===== src/rtl/px7_pkg.sv =====
package px7_pkg;
    localparam int COLOR_W    = 8;
    localparam int SLOT_N     = 7;
    localparam int DATA_LANES = 4;
    localparam int PHASE_W    = $clog2(SLOT_N);
    localparam logic [SLOT_N-1:0] CLK_WORD = 7'b1100011;
    localparam logic RSVD_BIT = 1'b0;

    typedef struct packed {
        logic [COLOR_W-1:0] red;
        logic [COLOR_W-1:0] grn;
        logic [COLOR_W-1:0] blu;
        logic               hs;
        logic               vs;
        logic               de;
    } pixel_t;

    typedef logic [SLOT_N-1:0] lane_word_t;
endpackage


===== src/rtl/px7_phase_gen.sv =====
module px7_phase_gen #(
    parameter int SLOTS = 7,
    localparam int PW = $clog2(SLOTS)
) (
    input  logic clk,
    input  logic rst,
    output logic load_o
);
    typedef struct packed {
        logic [PW-1:0] phase;
    } st_t;

    st_t st_d, st_q;

    always_comb begin
        st_d = st_q;
        if (st_q.phase == PW'(SLOTS - 1))
            st_d.phase = '0;
        else
            st_d.phase = st_q.phase + 1'b1;
    end

    always_ff @(posedge clk) begin
        if (rst) st_q <= '0;
        else     st_q <= st_d;
    end

    assign load_o = (st_q.phase == '0);


    phase_range_chk: assert property (@(posedge clk) disable iff (rst)
        st_q.phase < PW'(SLOTS));

    load_single_chk: assert property (@(posedge clk) disable iff (rst)
        load_o |=> !load_o);
endmodule


===== src/rtl/px7_lane_pack.sv =====
module px7_lane_pack
    import px7_pkg::*;
(
    input  pixel_t                             pix_i,
    output logic [DATA_LANES-1:0][SLOT_N-1:0]  lanes_o
);
    // Bit SLOT_N-1 of each word is the first slot on the wire.
    always_comb begin
        lanes_o[0] = {pix_i.grn[0], pix_i.red[5:0]};
        lanes_o[1] = {pix_i.blu[1:0], pix_i.grn[5:1]};
        lanes_o[2] = {pix_i.de, pix_i.vs, pix_i.hs, pix_i.blu[5:2]};
        lanes_o[3] = {RSVD_BIT, pix_i.blu[7:6], pix_i.grn[7:6], pix_i.red[7:6]};
    end
endmodule


===== src/rtl/px7_shift_lane.sv =====
module px7_shift_lane #(
    parameter int W = 7
) (
    input  logic         clk,
    input  logic         rst,
    input  logic         load_i,
    input  logic [W-1:0] par_i,
    output logic         ser_o
);
    typedef struct packed {
        logic [W-1:0] sreg;
    } st_t;

    st_t st_d, st_q;

    always_comb begin
        st_d = st_q;
        if (load_i) st_d.sreg = par_i;
        else        st_d.sreg = {st_q.sreg[W-2:0], 1'b0};
    end

    always_ff @(posedge clk) begin
        if (rst) st_q <= '0;
        else     st_q <= st_d;
    end

    assign ser_o = st_q.sreg[W-1];


    first_slot_chk: assert property (@(posedge clk) disable iff (rst)
        $past(load_i && !rst) |-> ser_o == $past(par_i[W-1]));
endmodule


===== src/rtl/px7_lvds_serializer.sv =====
module px7_lvds_serializer
    import px7_pkg::*;
(
    input  logic                  clk,
    input  logic                  rst,
    input  logic [COLOR_W-1:0]    red_i,
    input  logic [COLOR_W-1:0]    grn_i,
    input  logic [COLOR_W-1:0]    blu_i,
    input  logic                  hsync_i,
    input  logic                  vsync_i,
    input  logic                  de_i,
    output logic                  strobe_o,
    output logic [DATA_LANES-1:0] data_o,
    output logic                  clk_o
);
    logic                             load;
    pixel_t                           pix;
    logic [DATA_LANES-1:0][SLOT_N-1:0] words;

    assign pix = '{red: red_i, grn: grn_i, blu: blu_i,
                   hs: hsync_i, vs: vsync_i, de: de_i};

    px7_phase_gen #(.SLOTS(SLOT_N)) u_phase (
        .clk    (clk),
        .rst    (rst),
        .load_o (load)
    );

    px7_lane_pack u_pack (
        .pix_i   (pix),
        .lanes_o (words)
    );

    for (genvar l = 0; l < DATA_LANES; l++) begin : g_lane
        px7_shift_lane #(.W(SLOT_N)) u_lane (
            .clk    (clk),
            .rst    (rst),
            .load_i (load),
            .par_i  (words[l]),
            .ser_o  (data_o[l])
        );
    end

    px7_shift_lane #(.W(SLOT_N)) u_clk_lane (
        .clk    (clk),
        .rst    (rst),
        .load_i (load),
        .par_i  (CLK_WORD),
        .ser_o  (clk_o)
    );

    assign strobe_o = load;


    reset_exit_chk: assert property (@(posedge clk) disable iff (rst)
        $fell(rst) |-> (strobe_o && data_o == '0 && !clk_o));

    clk_first_slot_chk: assert property (@(posedge clk) disable iff (rst)
        $past(strobe_o && !rst) |-> clk_o);

    clk_last_slot_chk: assert property (@(posedge clk) disable iff (rst)
        (strobe_o && $past(!rst)) |-> clk_o);
endmodule


===== config.mk =====
export PLATFORM = sky130hd
export DESIGN_NAME = px7_lvds_serializer
export DESIGN_NICKNAME = d
export VERILOG_FILES = /design/src/rtl/px7_pkg.sv /design/src/rtl/px7_phase_gen.sv /design/src/rtl/px7_lane_pack.sv /design/src/rtl/px7_shift_lane.sv /design/src/rtl/px7_lvds_serializer.sv
export SDC_FILE = /design/constraint.sdc
export NUM_CORES = 1
export LEC_CHECK = 0
export BUFFER_PORTS_ARGS = -buffer_cell sky130_fd_sc_hd__buf_2
export CAP_MARGIN = 25
export CORE_ASPECT_RATIO = 1.2
export CORE_UTILIZATION = 45
export DETAILED_ROUTE_END_ITERATION = 10
export HOLD_SLACK_MARGIN = 0.06
export PLACE_DENSITY_LB_ADDON = 0.1
export SLEW_MARGIN = 10
export SYNTH_ARGS = -nofsm -noshare
export SYNTH_HDL_FRONTEND = slang
export SYNTH_SLANG_ARGS = --single-unit

===== constraint.sdc =====
create_clock -name clk -period 1.38 [get_ports clk]
set_input_delay 0.414 -clock clk [delete_from_list [all_inputs] [get_ports clk]]
set_output_delay 0.414 -clock clk [all_outputs]
set_load 0.02 [all_outputs]

======== Word level (Yosys, flattened, before mapping) ========
Index checks and enable logic that the tools add are counted.
word-level totals
  bits of input ports ..................... 29
  flip-flop bits (word level) ............. 38
cells by class
  equal/unequal tests ..................... 1
  reductions and logical operators ........ 4
  muxes and demuxes ....................... 5
  $add $sub $neg .......................... 1
  bitwise operators ....................... 1
operators by type and width
  kind                                                           count
  7-bit two-way mux                                              4
  6-bit two-way mux                                              1
  2-bit OR reduction                                             3
  3-bit by 1-bit adder with 3-bit output, second input constant  1
  3-bit == test, second input constant                           1
  3-bit logical NOT                                              1
  1-bit NOT                                                      1

======== Depth between registers and ports, before layout ========
Gate-level depths: netlist (run 1).
  word-level depth ........................ 3
  gate-level depth with buffers ........... 7

======== By module ========
Synthesis (run 1) repeated with hierarchy kept, for this count alone.
unflattened totals
  cells, all modules ...................... 151
  area, all modules ....................... 1591.5 um2
modules (own cells, without submodules)
  module               times used  area an instance (um2)  cells each  seq. area each (um2)
  px7_shift_lane       5           244.0                   21          140.1
  px7_lane_pack        1           214.0                   29          0.0
  px7_phase_gen        1           150.1                   15          60.1
  px7_lvds_serializer  1           7.5                     2           0.0

======== Least setup slack after synthesis (run 1) ========
OpenSTA, ideal clock, no wires.
  path type ............................... reg2out
  start point ............................. register u_phase.st_q[0] (netlist name)
  end point ............................... output port strobe_o
  path slack .............................. -0.069 ns
  arrival time ............................ 1.035 ns
  cell stages (with the launch flop) ...... 7
  buffers on the path ..................... 2
  cells stage by stage .................... dfxtp_1 inv_1 ha_1 nand2b_1 buf_6 inv_4 buf_6
on the way
  cells in the longest elaborated chain, start to end .. 1
ends and longest elaborated chain
  item                    RTL line                   source
  start, declared         px7_phase_gen.sv:13        st_t st_d, st_q;
  start signal, assigned  px7_phase_gen.sv:25        else st_q <= st_d;
  3-bit logical NOT       px7_phase_gen.sv:28        assign load_o = (st_q.phase == '0);
  end, declared           px7_lvds_serializer.sv:12  output logic strobe_o,
Every way passes these cells.

======== Worst setup path after layout (run 1) ========
Ends and elaborated chain as after synthesis.

==> results.yml, run 1 <==
status:
  status: "complete, but fails checks"
  violations: "DRC, setup timing"
detailed_routing:
  vias: 1194
  drt_iter0_markers: 60
  wl_per_cell_um: 13.34
  drcViolationCount: 8
  routed_wl_um: 3002
  first_pass_iters: 7
  via_per_inst: 5.307
  antenna_left: 0
synthesis:
  async_flop_share: 0
  synth_ff_type: "dfxtp_1"
  yosysMostFrequentCell: "dfxtp_1"
  yosys_register_bits: 38
  synthTopCellsByCount: "38 x dfxtp_1, 25 x nand2b_1, 23 x nand4bb_1"
  ys_top_cells_by_area: "dfxtp_1 47%, nand4bb_1 16%, nand2b_1 9.6%"
  synth_top_area_cell: "dfxtp_1"
  netlist_area_um2: 1633
  synth-edff-count: 0
  syn_inst: 152
  syn-num-nets: 184
  synth_warnings: 0
  synth_top_area_frac: 0.4659
  yosysSeqAreaShare: 0.4659
  syn_area_per_cell_um2: 10.74
  ys_types: 19
global_routing:
  gr-total-overflow: 0
  grt_pass1_vias: 1173
  track_usage: 0.1744
  antenna_found_initial: 0
  grt_first_pass_wirelength_um: 5161
  grt_max_degree: 61
sta:
  maxSlewHeadroom: 0.8280
  fmax_mhz: 677.7
  fin_crit_ns: 1.476
  finalHoldViolations: 0
  setup_tns_ns: -0.09552
  period_share: 1.069
  rsz0062_at_grt: "yes"
  maxSlewViolCount: 0
  setup_viol: 1
  finalWorstSetupSlack_ns: -0.09552
  finClkSkew_ns: 0.004156
  tightestPinTransition_ns: 0.2580
power_and_ir_drop:
  switchingPower_uw: 639.4
  pwr-share-clk: 0.346
  totalPowerFinal_uw: 2553
  power_density_nw_per_um2: 1292
  p_int_uw: 1913
  swShare: 0.2505
  pwr-share-comb: 0.175
  ir_drop_mv: 0.8379
  seqPwrFrac: 0.479
  p_leak_uw: 0.0007845
finish:
  nets: 219
  fin_area_um2: 1976
  diodes: 0
  drive_gt1_frac: 0.3936
  n_fill_cell: 318
  fin_cells: 225
  postLayoutCoreUtil: 0.5818
  areaGrowthSynthToFinish_pct: 21.00
setup_path:
  crit_path_end_kind: "primary output"
  r2r_cells: 5
  r2r_end: "u_phase.st_q[2]"
  critPathKind: "flip-flop to primary output"
  crit_required_ns: 0.97
  r2r-start: "u_phase.st_q[0]"
  cp-start-kind: "flip-flop"
  rrSetupSlack_ns: 0.10
  crit_fanout: 2
  crit_arrival_ns: 1.06
worst_hold_path:
  hold_path.class: "input pin to flip-flop"
  min_from: "hsync_i"
  holdPathEnd: "g_lane[2].u_lane.st_q[4]"
  hold_depth: 3
placement:
  post-place-cells: 212
  dp_hpwl_um: 1778
  placed_cell_area_um2: 1808
  gp_routability_congestion: 0.6865
  port_buffers: 34
floorplanning:
  row_count: 23
  ioPinCount: 35
  start_util: 0.4808
  core-area_um2: 3396
  die_h_um: 67.99
  die-width_um: 56.99
  die-area_um2: 3874
clocking:
  path_clk_slew_ns: 0.07
  clk_latency_ns: 0.29
  clock_path_buffers: 2
  cts_tree: "done"
  cts_made_buffers: 5
  cts_root_buf: "clkbuf_8"
  cts_sinks: 38
  h-tree-depth: 2
run:
  drv_cap: 0
power groups by stage:
stage	registers, uW	clock network (uW)	logic (uW)
final	1220	883	447
after global routing	1230	955	500
after CTS	1220	902	447
after detailed placement	1250	0	404
after global placement	1240	0	391
after floorplan	1250	0	313
layout by cell type, fill, tap and decap left out, drive strengths merged:
cell and count:
o21ai 23, nand4bb 23, or3b 1, nor3b 8, a21oi 5, nand2b 25, and2 2, ha 3
clkbuf 8, dfxtp 38, buf 45, inv 6, nor2 1
sequential cells by signal, summed over array words and instances (netlist names):
| register | cells |
|---|---|
| g_lane.u_lane.st_q | 28 |
| u_clk_lane.st_q | 7 |
| u_phase.st_q | 3 |
area by class of cell:
class | instances | area [um^2] | area share
Timing Repair Buffer | 45 | 275.3 | 0.1393
Tap cell | 37 | 46.29 | 0.02343
Clock buffer | 8 | 110.1 | 0.05573
Sequential cell | 38 | 763.2 | 0.3863
Multi-Input combinational cell | 91 | 755.7 | 0.3825
Inverter | 6 | 25.02 | 0.01267
what timing repair did:
action,in CTS,in global routing
gates cloned,0,0
pin swaps,1,1
resized for setup,5,1
hold buffers,0,0
buffers inserted,5,0
setup endpoints to repair,1,8
cell families after synthesis:
family / count (synthesis) / synth area share
flip-flops: 38 / 0.4659
buffers and inverters: 23 / 0.08353
AO/OA/AOI/OAI: 28 / 0.1088
AND/OR/NAND/NOR: 60 / 0.3188
adder cells (fa/ha/maj): 3 / 0.02299
per-stage QoR:
stage	setup slack (ns)	hold WS [ns]
floorplan	0.01803	0.4108
global placement	0.1020	0.4149
detailed placement	0.07748	0.4275
CTS	-0.09873	0.3774
global route	-0.1383	0.3787
finish	-0.09552	0.3888
worst max-delay path, cell delays in order (launching register included):
cell	delay (ns)
dfxtp_2	0.34
inv_2	0.05
ha_4	0.16
nand2b_4	0.08
inv_4	0.04
buf_6	0.12
how the worst max path moves through the flow:
| stage | startpoint | to | slack, ns | cells past startpoint |
|---|---|---|---|---|
| after floorplan | u_phase.st_q[1] | strobe_o | 0.02 | 6 |
| after global placement | u_phase.st_q[1] | strobe_o | 0.10 | 5 |
| after detailed placement | u_phase.st_q[1] | strobe_o | 0.08 | 5 |
| after CTS | u_phase.st_q[0] | strobe_o | -0.1 | 5 |
| after global routing | u_phase.st_q[1] | strobe_o | -0.14 | 5 |
| final | u_phase.st_q[0] | strobe_o | -0.1 | 5 |
metal layers:
metal  vias to the layer above  routed length (um)  global-route usage  part of all wire
met2                        28                1512              0.3059              0.50
met5                         -                   0                   0                 0
met3                         2                 137             0.06049             0.046
li1                        592                   -                   -                 -
met1                       572                1332              0.1970              0.44
met4                         0                  20             0.06402            0.0067
No activity file was read; power rests on OpenSTA's default activity.
==> run 2: changes to the inputs <==
--- a/config.mk
+++ b/config.mk
@@ -11,6 +11,7 @@
 export CORE_UTILIZATION = 45
 export DETAILED_ROUTE_END_ITERATION = 10
 export HOLD_SLACK_MARGIN = 0.06
+export MAX_ROUTING_LAYER = met4
 export PLACE_DENSITY_LB_ADDON = 0.1
 export SLEW_MARGIN = 10
 export SYNTH_ARGS = -nofsm -noshare
==> run 2 against run 1 <==
- the flow still finishes with violations (DRC, setup timing)
- register-to-register slack barely moved
- non-clock buffer count unchanged
- first-iteration DRC count down 5.0%
- die area unchanged
- worst setup slack hardly changed
- clock power hardly changed
- count of clock-buffer cells in the layout unchanged
- worst hold slack about the same
- clock skew unchanged
- total power about the same
- wire length is essentially flat
- utilization did not move
==> results.yml, run 2 (same netlist as run 1, synthesis figures left out) <==
clocking:
  cts_tree: "done"
  path_clk_slew_ns: 0.07
  clock_path_buffers: 2
  h-tree-depth: 2
  cts_root_buf: "clkbuf_8"
  cts_made_buffers: 5
  cts_sinks: 38
  clk_latency_ns: 0.29
power_and_ir_drop:
  totalPowerFinal_uw: 2552
  switchingPower_uw: 639.0
  pwr-share-clk: 0.346
  p_int_uw: 1913
  power_density_nw_per_um2: 1292
  ir_drop_mv: 0.8377
  swShare: 0.2504
  p_leak_uw: 0.0007845
  pwr-share-comb: 0.175
  seqPwrFrac: 0.479
detailed_routing:
  wl_per_cell_um: 13.35
  first_pass_iters: 7
  antenna_left: 0
  drt_iter0_markers: 57
  drcViolationCount: 8
  vias: 1194
  routed_wl_um: 3003
  via_per_inst: 5.307
finish:
  largest_register_ffs: 28
  top_register: "g_lane.u_lane.st_q"
  postLayoutCoreUtil: 0.5818
  drive_gt1_frac: 0.3936
  diodes: 0
  final_common_cell: "dfxtp_1"
  top_regs: "g_lane.u_lane.st_q: 28 flops, u_clk_lane.st_q: 7 flops, u_phase.st_q: 3 flops"
  areaGrowthSynthToFinish_pct: 21.00
  nets: 219
  final_cell_mix: "36 x dfxtp_1, 33 x buf_2, 24 x nand2b_1"
setup_path:
  crit_path_start: "u_phase.st_q[0]"
  crit_arrival_ns: 1.06
  crit_required_ns: 0.97
  slowest_delay_ns: 0.34
  crit_family: "flip-flops"
  crit_path_end_kind: "primary output"
  r2r-start: "u_phase.st_q[0]"
  cpMaxStageDelayCell: "dfxtp_2"
  critPathKind: "flip-flop to primary output"
  crit_buf_inv: 3
  cp-start-kind: "flip-flop"
  crit_fanout: 2
  crit_path_cell_trace: "inv_2 -> ha_4 -> nand2b_4 -> inv_4 -> buf_6"
global_routing:
  gr-total-overflow: 0
  antenna_found_initial: 0
  grt_max_degree: 61
  track_usage: 0.1795
  grt_first_pass_wirelength_um: 5161
  grt_pass1_vias: 1174
sta:
  setup_viol: 1
  rsz0062_at_grt: "yes"
  finalHoldViolations: 0
  fin_crit_ns: 1.476
  maxSlewHeadroom: 0.8280
  tightestPinTransition_ns: 0.2580
  finalWorstSetupSlack_ns: -0.09574
  finClkSkew_ns: 0.004156
  fmax_mhz: 677.6
  maxSlewViolCount: 0
  period_share: 1.069
  setup_tns_ns: -0.09574
  whs_ns: 0.3889
status:
  status: "complete, but fails checks"
  violations: "DRC, setup timing"
worst_hold_path:
  hold_path.class: "input pin to flip-flop"
  min_from: "hsync_i"
placement:
  dp_hpwl_um: 1778
  pre_cts_slack_ns: 0.07748
  port_buffers: 34
  gp_routability_congestion: 0.6937
floorplanning:
  row_count: 23
  core-area_um2: 3396
  die-width_um: 56.99
  die-area_um2: 3874
  ioPinCount: 35
  die_h_um: 67.99
  start_util: 0.4808
run:
  drv_cap: 0
run 2: what timing repair did:
action | 4_1_cts | 5_1_grt
gates cloned | 0 | 0
buffers inserted | 5 | 0
pin swaps | 1 | 1
setup endpoints to repair | 1 | 8
hold buffers | 0 | 0
gates resized for setup | 5 | 1
hold endpoints to repair | 0 | 0
run 2: layout make-up:
cell class / count / area, um^2
fill: 318 / 1420
multi-input combinational: 91 / 755.7
inverter: 6 / 25.02
clock buffer: 8 / 110.1
timing repair buffer: 45 / 275.3
tap: 37 / 46.29
sequential: 38 / 763.2
run 2: final timing paths:
kind,end,cells after the start,slack [ns]
worst max register to register,u_phase.st_q[2],5,0.10
worst min-delay path,g_lane[2].u_lane.st_q[4],3,0.39
worst max-delay path,strobe_o,5,-0.1
worst min register to register,u_clk_lane.st_q[1],2,0.43
run 2: metrics by stage:
step | cell area, um^2 | cells
after floorplan | 1649 | 152
after global placement | 1808 | 212
after detailed placement | 1808 | 212
after CTS | 1972 | 225
after global routing | 1976 | 225
final | 1976 | 225
run 2: power groups by stage:
stage	Sequential, uW	Combinational [uW]	Clock (uW)
final	1220	447	883
after global routing	1230	500	955
after CTS	1220	447	902
after detailed placement	1250	404	0
after global placement	1240	391	0
after floorplan	1250	313	0
run 2: worst register-to-register path, cell delays in order (launching register included):
cell and delay [ns]:
dfxtp_2 0.34, inv_2 0.05, buf_4 0.13, ha_1 0.20, or3b_1 0.39, a21oi_1 0.12
run 2: layer usage:
metal	up-vias	global-route usage	part of all wire
met5	-	-	0
met4	0	0.06402	0.0057
met3	2	0.05860	0.044
met2	28	0.3059	0.50
met1	571	0.1981	0.45
li1	593	-	-
